--- src/rtl/chroma_pred_pkg.sv ---
package chroma_pred_pkg;

  typedef enum logic [1:0] {
    CM_DC    = 2'd0,
    CM_HOR   = 2'd1,
    CM_VER   = 2'd2,
    CM_PLANE = 2'd3
  } cmode_t;

  // Flat value from up to two groups of four samples.
  function automatic logic [15:0] dc_value(input logic [15:0] sa, input logic [15:0] sb,
                                           input logic ua, input logic ub,
                                           input logic [15:0] mid);
    if (ua && ub)  return (sa + sb + 16'd4) >> 3;
    else if (ua)   return (sa + 16'd2) >> 2;
    else if (ub)   return (sb + 16'd2) >> 2;
    else           return mid;
  endfunction

endpackage

--- src/rtl/chroma_dc_calc.sv ---
module chroma_dc_calc
  import chroma_pred_pkg::*;
#(
  parameter int SAMPLE_W = 8,
  parameter int BLK      = 8
) (
  input  logic [BLK*SAMPLE_W-1:0] top_i,
  input  logic [BLK*SAMPLE_W-1:0] left_i,
  input  logic                    top_ok,
  input  logic                    up_ok,
  input  logic                    dn_ok,
  output logic [3:0][SAMPLE_W-1:0] dc_o
);
  localparam int HALF = BLK / 2;
  localparam logic [15:0] MID = 16'(1 << (SAMPLE_W - 1));

  logic [15:0] sum_tl, sum_tr, sum_lu, sum_ld;

  always_comb begin
    sum_tl = '0;
    sum_tr = '0;
    sum_lu = '0;
    sum_ld = '0;
    for (int i = 0; i < HALF; i++) begin
      sum_tl = sum_tl + 16'(top_i[i*SAMPLE_W +: SAMPLE_W]);
      sum_tr = sum_tr + 16'(top_i[(i+HALF)*SAMPLE_W +: SAMPLE_W]);
      sum_lu = sum_lu + 16'(left_i[i*SAMPLE_W +: SAMPLE_W]);
      sum_ld = sum_ld + 16'(left_i[(i+HALF)*SAMPLE_W +: SAMPLE_W]);
    end
  end

  logic [15:0] q_tl, q_tr, q_bl, q_br;

  always_comb begin
    q_tl = dc_value(sum_tl, sum_lu, top_ok, up_ok, MID);
    q_br = dc_value(sum_tr, sum_ld, top_ok, dn_ok, MID);
    if (top_ok) q_tr = dc_value(sum_tr, 16'd0, 1'b1, 1'b0, MID);
    else        q_tr = dc_value(sum_lu, 16'd0, up_ok, 1'b0, MID);
    if (dn_ok)  q_bl = dc_value(sum_ld, 16'd0, 1'b1, 1'b0, MID);
    else        q_bl = dc_value(sum_tl, 16'd0, top_ok, 1'b0, MID);
  end

  assign dc_o[0] = q_tl[SAMPLE_W-1:0];
  assign dc_o[1] = q_tr[SAMPLE_W-1:0];
  assign dc_o[2] = q_bl[SAMPLE_W-1:0];
  assign dc_o[3] = q_br[SAMPLE_W-1:0];

endmodule

--- src/rtl/chroma_row_gen.sv ---
module chroma_row_gen
  import chroma_pred_pkg::*;
#(
  parameter int SAMPLE_W = 8,
  parameter int BLK      = 8,
  localparam int IDX_W   = $clog2(BLK)
) (
  input  cmode_t                   mode,
  input  logic [IDX_W-1:0]         row_idx,
  input  logic [BLK*SAMPLE_W-1:0]  top_i,
  input  logic [BLK*SAMPLE_W-1:0]  left_i,
  input  logic [3:0][SAMPLE_W-1:0] dc_i,
  output logic [BLK*SAMPLE_W-1:0]  row_o
);
  localparam int HALF = BLK / 2;

  logic             lower_half;
  logic [SAMPLE_W-1:0] left_sample;

  assign lower_half  = (row_idx >= IDX_W'(HALF));
  assign left_sample = left_i[row_idx*SAMPLE_W +: SAMPLE_W];

  for (genvar x = 0; x < BLK; x++) begin : g_col
    localparam logic RIGHT = (x >= HALF);
    logic [1:0] quad;
    assign quad = {lower_half, RIGHT};
    always_comb begin
      case (mode)
        CM_HOR:  row_o[x*SAMPLE_W +: SAMPLE_W] = left_sample;
        CM_VER:  row_o[x*SAMPLE_W +: SAMPLE_W] = top_i[x*SAMPLE_W +: SAMPLE_W];
        CM_DC:   row_o[x*SAMPLE_W +: SAMPLE_W] = dc_i[quad];
        default: row_o[x*SAMPLE_W +: SAMPLE_W] = '0;
      endcase
    end
  end

endmodule

--- src/rtl/chroma_row_seq.sv ---
module chroma_row_seq #(
  parameter int BLK    = 8,
  localparam int IDX_W = $clog2(BLK)
) (
  input  logic             clk,
  input  logic             rst_n,
  input  logic             launch,
  output logic             row_valid,
  output logic [IDX_W-1:0] row_idx,
  output logic             done
);
  localparam logic [IDX_W-1:0] LAST = IDX_W'(BLK - 1);

  always_ff @(posedge clk) begin
    if (!rst_n) begin
      row_valid <= 1'b0;
      row_idx   <= '0;
      done      <= 1'b0;
    end else begin
      done <= 1'b0;
      if (launch) begin
        row_valid <= 1'b1;
        row_idx   <= '0;
      end else if (row_valid) begin
        if (row_idx == LAST) begin
          row_valid <= 1'b0;
          done      <= 1'b1;
        end else begin
          row_idx <= row_idx + 1'b1;
        end
      end
    end
  end

endmodule

--- src/rtl/chroma_intra_pred.sv ---
module chroma_intra_pred
  import chroma_pred_pkg::*;
#(
  parameter int SAMPLE_W = 8,
  parameter int BLK      = 8,
  parameter int MODE_W   = 8,
  localparam int IDX_W   = $clog2(BLK),
  localparam int VEC_W   = BLK * SAMPLE_W
) (
  input  logic              clk,
  input  logic              rst_n,
  input  logic              start,
  input  logic [MODE_W-1:0] mode_i,
  input  logic              top_avail,
  input  logic              left_up_avail,
  input  logic              left_dn_avail,
  input  logic [VEC_W-1:0]  top_i,
  input  logic [VEC_W-1:0]  left_i,
  output logic              row_valid,
  output logic [IDX_W-1:0]  row_idx,
  output logic [VEC_W-1:0]  row_data,
  output logic              done,
  output logic              plane_go
);
  // Named internal events for the checker.
  logic   accept;
  logic   launch;
  cmode_t mode_in;
  cmode_t mode_q;

  assign mode_in = cmode_t'(mode_i[1:0]);
  assign accept  = start && !row_valid;
  assign launch  = accept && (mode_in != CM_PLANE);

  logic             top_q, up_q, dn_q;
  logic [VEC_W-1:0] top_q_v, left_q_v;

  always_ff @(posedge clk) begin
    if (!rst_n) begin
      mode_q   <= CM_DC;
      top_q    <= 1'b0;
      up_q     <= 1'b0;
      dn_q     <= 1'b0;
      top_q_v  <= '0;
      left_q_v <= '0;
      plane_go <= 1'b0;
    end else begin
      plane_go <= accept && (mode_in == CM_PLANE);
      if (accept) begin
        mode_q   <= mode_in;
        top_q    <= top_avail;
        up_q     <= left_up_avail;
        dn_q     <= left_dn_avail;
        top_q_v  <= top_i;
        left_q_v <= left_i;
      end
    end
  end

  logic [3:0][SAMPLE_W-1:0] dc_vals;

  chroma_dc_calc #(.SAMPLE_W(SAMPLE_W), .BLK(BLK)) u_dc (
    .top_i  (top_q_v),
    .left_i (left_q_v),
    .top_ok (top_q),
    .up_ok  (up_q),
    .dn_ok  (dn_q),
    .dc_o   (dc_vals)
  );

  chroma_row_seq #(.BLK(BLK)) u_seq (
    .clk       (clk),
    .rst_n     (rst_n),
    .launch    (launch),
    .row_valid (row_valid),
    .row_idx   (row_idx),
    .done      (done)
  );

  chroma_row_gen #(.SAMPLE_W(SAMPLE_W), .BLK(BLK)) u_gen (
    .mode    (mode_q),
    .row_idx (row_idx),
    .top_i   (top_q_v),
    .left_i  (left_q_v),
    .dc_i    (dc_vals),
    .row_o   (row_data)
  );

endmodule

--- config.mk ---
export PLATFORM = sky130hd
export DESIGN_NAME = chroma_intra_pred
export DESIGN_NICKNAME = d
export VERILOG_FILES = /design/src/rtl/chroma_pred_pkg.sv /design/src/rtl/chroma_dc_calc.sv /design/src/rtl/chroma_row_gen.sv /design/src/rtl/chroma_row_seq.sv /design/src/rtl/chroma_intra_pred.sv
export SDC_FILE = /design/constraint.sdc
export NUM_CORES = 1
export LEC_CHECK = 0
export BUFFER_PORTS_ARGS = -buffer_cell sky130_fd_sc_hd__buf_2
export CAP_MARGIN = 40
export CELL_PAD_IN_SITES_DETAIL_PLACEMENT = 0
export CELL_PAD_IN_SITES_GLOBAL_PLACEMENT = 1
export CORE_ASPECT_RATIO = 1.25
export CORE_MARGIN = 5
export CORE_UTILIZATION = 43
export DETAILED_ROUTE_END_ITERATION = 16
export PLACE_DENSITY = 0.81
export SYNTH_ARGS = -nofsm -noshare
export SYNTH_HDL_FRONTEND = slang
export SYNTH_SLANG_ARGS = --single-unit
--- constraint.sdc ---
create_clock -name clk -period 8.4 [get_ports clk]
set_input_delay 1.26 -clock clk [delete_from_list [all_inputs] [get_ports clk]]
set_output_delay 1.26 -clock clk [all_outputs]
set_load 0.05 [all_outputs]
Word level (Yosys, flattened, before mapping)
Cells that the tools add are included.

word-level totals
  bits in registers = 139
  output and inout port bits = 70
  input bits = 142

operators by class
  order comparisons = 3
  mux-type cells = 25
  $add $sub $neg = 21
  equal/unequal tests = 5
  bitwise logic cells = 3
  shift operators = 1
  reductions and logical operators = 10

operators by type and width
  kind                                                        count
  case mux 8 bit (3 select lines)                             8
  2-to-1 mux 8 bit                                            13
  adder 11 x 8 -> 11 bit                                      6
  indexed part select 64 x 7 -> 8 bit                         1
  adder 10 x 2 -> 10 bit, second input constant               4
  adder 8 x 8 -> 9 bit                                        4
  adder 11 bit                                                2
  adder 11 x 3 -> 11 bit, second input constant               2
  adder 9 x 8 -> 10 bit                                       2
  less-than comparator 2 x 3 -> 1 bit, second input constant  2
  logical AND 1 bit                                           5
  == test 2 bit, second input constant                        2
  2-to-1 mux 1 bit                                            4
  adder 3 x 1 -> 3 bit, second input constant                 1
  == test 3 bit, second input constant                        1
  greater-or-equal comparator 3 bit, second input constant    1
  inverter 1 bit                                              3
  OR reduction 3 bit                                          1
  == test 2 x 1 -> 1 bit, second input constant               1
  logical NOT 2 bit                                           1
  != test 2 bit, second input constant                        1
  AND reduction 2 bit                                         1
  OR reduction 2 bit                                          1
  logical NOT 1 bit                                           1

Longest topological paths before layout
  word-level depth = 10
  depth in mapped cells = 28

By module
From an unflattened synthesis, not the netlist that was laid out.

unflattened totals
  cell total of the unflattened synthesis = 1513
  area total of the unflattened synthesis = 12852.3 um^2

modules (own cells, without submodules)
  module             area an instance (um^2)  cells an instance  instances
  chroma_intra_pred  5368.9                   583                1
  chroma_dc_calc     5187.5                   687                1
  chroma_row_gen     2095.8                   225                1
  chroma_row_seq     200.2                    18                 1

Least setup slack after synthesis
No wires, ideal clock.

  kind = register to output
  start = register left_q_v[33]
  end = output row_data[39]
  arrival time = 5.823 ns
  path buffers = 1
  slack = 1.317 ns
  cell stages (with the launch flop) = 28
  path through = dfxtp_1 -> inv_1 -> fa_1 -> inv_1 -> ha_1 -> inv_1 -> fa_1 -> nor2b_1 -> o21a_1 -> nor2_1 -> xnor2_1 -> ha_1 -> buf_2 -> o21ai_0 -> a21oi_1 -> nand2_1 -> xor2_1 -> inv_1 -> ha_1 -> ha_1 -> and3_1 -> a211o_1 -> a21o_1 -> a21oi_1 -> xnor2_1 -> o21ai_0 -> nor2_1 -> a2bb2oi_1

between the ends
  word-level cells in the longest chain between the ends = 10
  elaborated cells between the ends (all ways) = 12
  classes of those cells = 6 x add/sub; 6 x mux

RTL lines
  what                                                                  RTL line                 source
  start: declaration                                                    chroma_intra_pred.sv:36  logic [VEC_W-1:0] top_q_v, left_q_v;
  start signal: assignment                                              chroma_intra_pred.sv:55  left_q_v <= left_i;
  adder 8 x 8 -> 9 bit *                                                chroma_dc_calc.sv:28     sum_ld = sum_ld + 16'(left_i[(i+HALF)*SAMPLE_W +: SAMPLE_W]);
  adder 11 x 8 -> 11 bit * (2 in a row)                                 chroma_dc_calc.sv:28
  parallel branches: the longest is 3 deep, another holds adder 11 bit  --
  2-to-1 mux 8 bit *                                                    chroma_pred_pkg.sv:14    if (ua && ub) return (sa + sb + 16'd4) >> 3;
  2-to-1 mux 8 bit (implied by the code) * (2 in a row)                 chroma_row_gen.sv:31     CM_DC: row_o[x*SAMPLE_W +: SAMPLE_W] = dc_i[quad];
  case mux 8 bit (3 select lines) *                                     chroma_row_gen.sv:28     case (mode)
  end: declaration                                                      chroma_intra_pred.sv:21  output logic [VEC_W-1:0] row_data,

Mark *: on every way between the ends. The select of a mux whose other input is x is not followed.

Final worst setup path
  start = register left_q_v[1]
  end = output row_data[5]

between the ends
  word-level cells in the longest chain between the ends = 10
  elaborated cells between the ends (all ways) = 12
  classes of those cells = 6 x add/sub; 6 x mux

RTL lines
  what                                                                  RTL line               source
  adder 8 x 8 -> 9 bit *                                                chroma_dc_calc.sv:27   sum_lu = sum_lu + 16'(left_i[i*SAMPLE_W +: SAMPLE_W]);
  adder 9 x 8 -> 10 bit *                                               chroma_dc_calc.sv:27
  adder 11 x 8 -> 11 bit *                                              chroma_dc_calc.sv:27
  parallel branches: the longest is 3 deep, another holds adder 11 bit  --
  2-to-1 mux 8 bit *                                                    chroma_pred_pkg.sv:14
  2-to-1 mux 8 bit (implied by the code) * (2 in a row)                 chroma_row_gen.sv:31
  case mux 8 bit (3 select lines) *                                     chroma_row_gen.sv:28

Marks and branches as above.

==> impl_metrics.csv <==
group,metric,value,unit
timing,hold_viol,0,
clock_tree,cts_made_buffers,17,
worst_setup_path,crit_path_max_fanout,4,
worst_setup_path,cp-startpoint,"left_q_v[1]",
worst_setup_path,crit_required,7.14,ns
synthesis,synth_nets,1803,
route,dr.pass1.iters,7,
timing,fin_crit_sh,94.3,%
floorplanning,die_area,31500,µm²
clock_tree,clkSinkCount,139,
synthesis,ys_ff_latch,139,
layout,stdcell_area,14000,µm²
worst_setup_path,slowest_delay,0.53,ns
worst_setup_path,crit_chain,"inv_1 > fa_1 > inv_1 > ha_1 > inv_1 > fa_1 > nand2b_1 > a21oi_1 > o21ai_0 > nor2b_1 > xnor2_1 > ha_1 > or4_1 > o21ai_1 > xnor3_1 > inv_1 > ha_1 > ha_1 > or4_1 > a21oi_1 > a211oi_1 > o221ai_1 > nand3_1 > buf_2",
clock_tree,clk_path_buf_depth,2,
run_status,status,"finished clean",
synthesis,syn_inst,1520,
synthesis,seq_area_frac_synth,23.1,%
timing,slew_violations,0,
timing,rsz0062_at_grt,"no",
layout,diodes,0,
power_and_ir_drop,p_clk_share,27.8,%
clock_tree,cts_hold_buf,0,
synthesis,synthFlopType,"dfxtp_1",
power_and_ir_drop,switching_power,1.22,mW
power_and_ir_drop,ir_drop,0.000109,V
layout,nets,1966,
timing,setup_viol,0,
worst_setup_path,crit-reg2reg-launch,"u_seq.row_valid",
placement,gp_congestion,0.931,
global_route,grt_pass1_wl,56.4,mm
clock_tree,cts_tree,"done",
route,drtIter0Drc,582,
layout,drive_above_1_share,17.5,%
synthesis,synth.distinct_cells,88,
power_and_ir_drop,p_leak,6.48,nW
hold_path,holdCritPathClass,"flop to flop",
global_route,grt_max_degree,86,
clock_tree,clock_latency,0.44,ns
timing,relSlewSlack,40.8,%
global_route,track_usage,22.2,%
global_route,grt_overflow,0,
floorplanning,rows,68,
timing,tightest_slew,0.889,ns
power_and_ir_drop,total_power,2.94,mW
floorplanning,start_util,43.6,%
worst_setup_path,worst_ep_arrival_time,6.66,ns
timing,skew,0.00854,ns
route,drc,0,
worst_setup_path,endpoint_kind,"output pin",
placement,post-dp-hpwl,27.8,mm
power_and_ir_drop,p_int,1.71,mW
floorplanning,core_area,27700,µm²
floorplanning,die_h,197,µm
placement,place_area,13300,µm²
clock_tree,postCtsSetupRepairBufs,0,
placement,io_buffers,205,
timing,min_period,7.92,ns
timing,fmax,0.126,GHz
route,num_vias,11100,
global_route,grt_pass1_vias,11000,
global_route,antenna_found_initial,0,
layout,area_delta_synth_final,16.1,%
layout,fillCellCount,2725,
floorplanning,die_width,160,µm
synthesis,synth_area_per_cell,7.92,µm²
power_and_ir_drop,power.density,210,nW/µm²
worst_setup_path,start_kind,"flop",
synthesis,syn_area,12000,µm²
job,maxCapViolCount,0,
power_and_ir_drop,p_comb_share,46.8,%
worst_setup_path,rr_worst_depth,4,
floorplanning,ios,212,
route,drt_wl_total,35.1,mm
worst_setup_path,worst-r2r-setup-slack,6.25,ns
worst_setup_path,regToRegEndpoint,"left_q_v[43]",
power_and_ir_drop,seqPwrFrac,25.4,%
clock_tree,clock_tree.root_cell,"clkbuf_16",
timing,finalSetupTns,0,ns
worst_setup_path,critical_path_class,"flop to output pin",
synthesis,synth_edf_count,0,
clock_tree,htreeDepth,4,
clock_tree,clk_pin_slew,0.06,ns
route,via_per_inst,5.43,
worst_setup_path,worstSetupEndpoint,"row_data[5]",
synthesis,synthArstFlopShare,0,%
worst_setup_path,cp_slowest_cell,"or4_1",
power_and_ir_drop,switching_share,41.6,%
route,antenna_left,0,
route,post_drt_wl_per_cell,17.2,µm
synthesis,ys_warn_count,0,
## per-layer routing
layer	GRT usage, %	vias to the layer above	part of all wire, %
met4	7.62	0	2.7
met2	38.2	300	48
li1	-	5592	-
met3	4.76	56	5.7
met5	0	-	0
met1	27.6	5149	43
## worst max-delay path, delay by kind of cell, from the launching register on
| family | cells | cell delay [ns] |
|---|---|---|
| buffers and inverters | 5 | 0.59 |
| adders and majority gates | 6 | 1.88 |
| xor gates and xnor gates | 2 | 0.45 |
| and+or+nand+nor | 5 | 1.55 |
| DFF | 1 | 0.35 |
| AOI/OAI and AO/OA | 6 | 1.41 |
## flip-flops by register name (all words and copies together), names as in the netlist
signal           flops
left_q_v            64
top_q_v             64
u_seq.row_idx        3
mode_q               2
dn_q                 1
plane_go             1
top_q                1
u_seq.done           1
u_seq.row_valid      1
up_q                 1
## kinds of logic (layout without fill, tap and decap cells)
group / count (synthesis) / count (layout) / share of synthesized area [%]
and+or+nand+nor: 599 / 599 / 21.9
xor gates and xnor gates: 77 / 77 / 5.94
muxes: 31 / 31 / 4.25
DFF: 139 / 139 / 23.1
buffers and inverters: 158 / 333 / 5.00
adders and majority gates: 141 / 141 / 17.1
AOI/OAI and AO/OA: 375 / 375 / 22.6
## synth_stat cells, drive strengths merged, types with 8 or more instances
library cell | instances | area, µm²
fa | 40 | 801
o211ai | 9 | 67.6
buf | 14 | 60.1
nand4 | 9 | 56.3
and3 | 9 | 56.3
nor4 | 8 | 56.3
inv | 83 | 312
ha | 101 | 1260
nor2b | 13 | 81.3
a21o | 31 | 233
nand3 | 35 | 175
a31oi | 10 | 62.6
a211oi | 10 | 90.1
xor2 | 29 | 254
clkbuf | 61 | 230
a21boi | 134 | 1010
mux4 | 16 | 360
a21oi | 64 | 343
nand2b | 18 | 113
xnor2 | 45 | 394
mux2i | 14 | 140
nor3 | 23 | 131
nand2 | 376 | 1410
nor2 | 69 | 259
o21ai | 33 | 165
dfxtp | 139 | 2780
o21a | 13 | 97.6
## what timing repair did
item                                   in CTS  in global routing
setup endpoints to repair                   0                 16
resized for setup                           0                  3
endpoints found under the hold margin       0                  0
## power groups by stage
stage	combinational [mW]	sequential, mW	clock, mW
after floorplan	1.05	0.748	0
after global placement	1.35	0.760	0
after detailed placement	1.37	0.762	0
after CTS	1.38	0.748	0.832
after global routing	1.53	0.754	0.862
final	1.37	0.747	0.815
## through the flow
| step | hold WS [ns] | setup slack, ns | instances | utilization (%) |
|---|---|---|---|---|
| floorplan | 0.453 | 1.32 | 1520 | - |
| global placement | 0.468 | 0.802 | 2013 | 48.3 |
| detailed placement | 0.476 | 0.724 | 2014 | 48.3 |
| CTS | 0.485 | 0.210 | 2045 | 50.5 |
| global route | 0.510 | 0.0233 | 2045 | 50.6 |
| finish | 0.482 | 0.479 | 2045 | 50.6 |
## area by class of cell
type	count	area (µm²)	share of cell area (%)
flip-flops and latches	139	2780	19.9
repair buffers	219	1130	8.09
inverters	83	312	2.23
multi-input cells	1223	8700	62.2
clock buffers	17	425	3.04
well taps	350	438	3.13
clock inverters	14	194	1.39
## worst min path at each step
stage                      start           end  slack, ns  cells past startpoint
CTS                 left_q_v[33]  left_q_v[33]       0.49                      2
finish              left_q_v[17]  left_q_v[17]       0.48                      2
detailed placement  left_q_v[33]  left_q_v[33]       0.48                      2
global route          top_q_v[9]    top_q_v[9]       0.51                      2
floorplan           left_q_v[17]  left_q_v[17]       0.45                      2
global placement    left_q_v[41]  left_q_v[41]       0.47                      2
## cells in the final DEF (no fill, tap or decap), types with 6 or more instances in the layout
master,instances
nor4_1,7
nand2b_1,17
nand4_1,9
and2_1,6
nand3_1,35
fa_1,40
o31ai_1,6
nor2b_1,11
xnor2_1,44
a211oi_1,7
nand2_1,376
inv_1,83
mux4_2,16
buf_4,14
nor2_1,69
nor3b_1,7
o21ai_0,25
a21boi_0,133
clkbuf_16,17
nor3_1,21
buf_2,205
and3_1,9
mux2i_1,14
ha_1,101
o21a_1,13
a21o_1,31
o21ai_1,8
xor2_1,29
dfxtp_1,139
a31oi_1,10
o211ai_1,9
a21oi_1,62
Power figures use the tool's default switching activity.
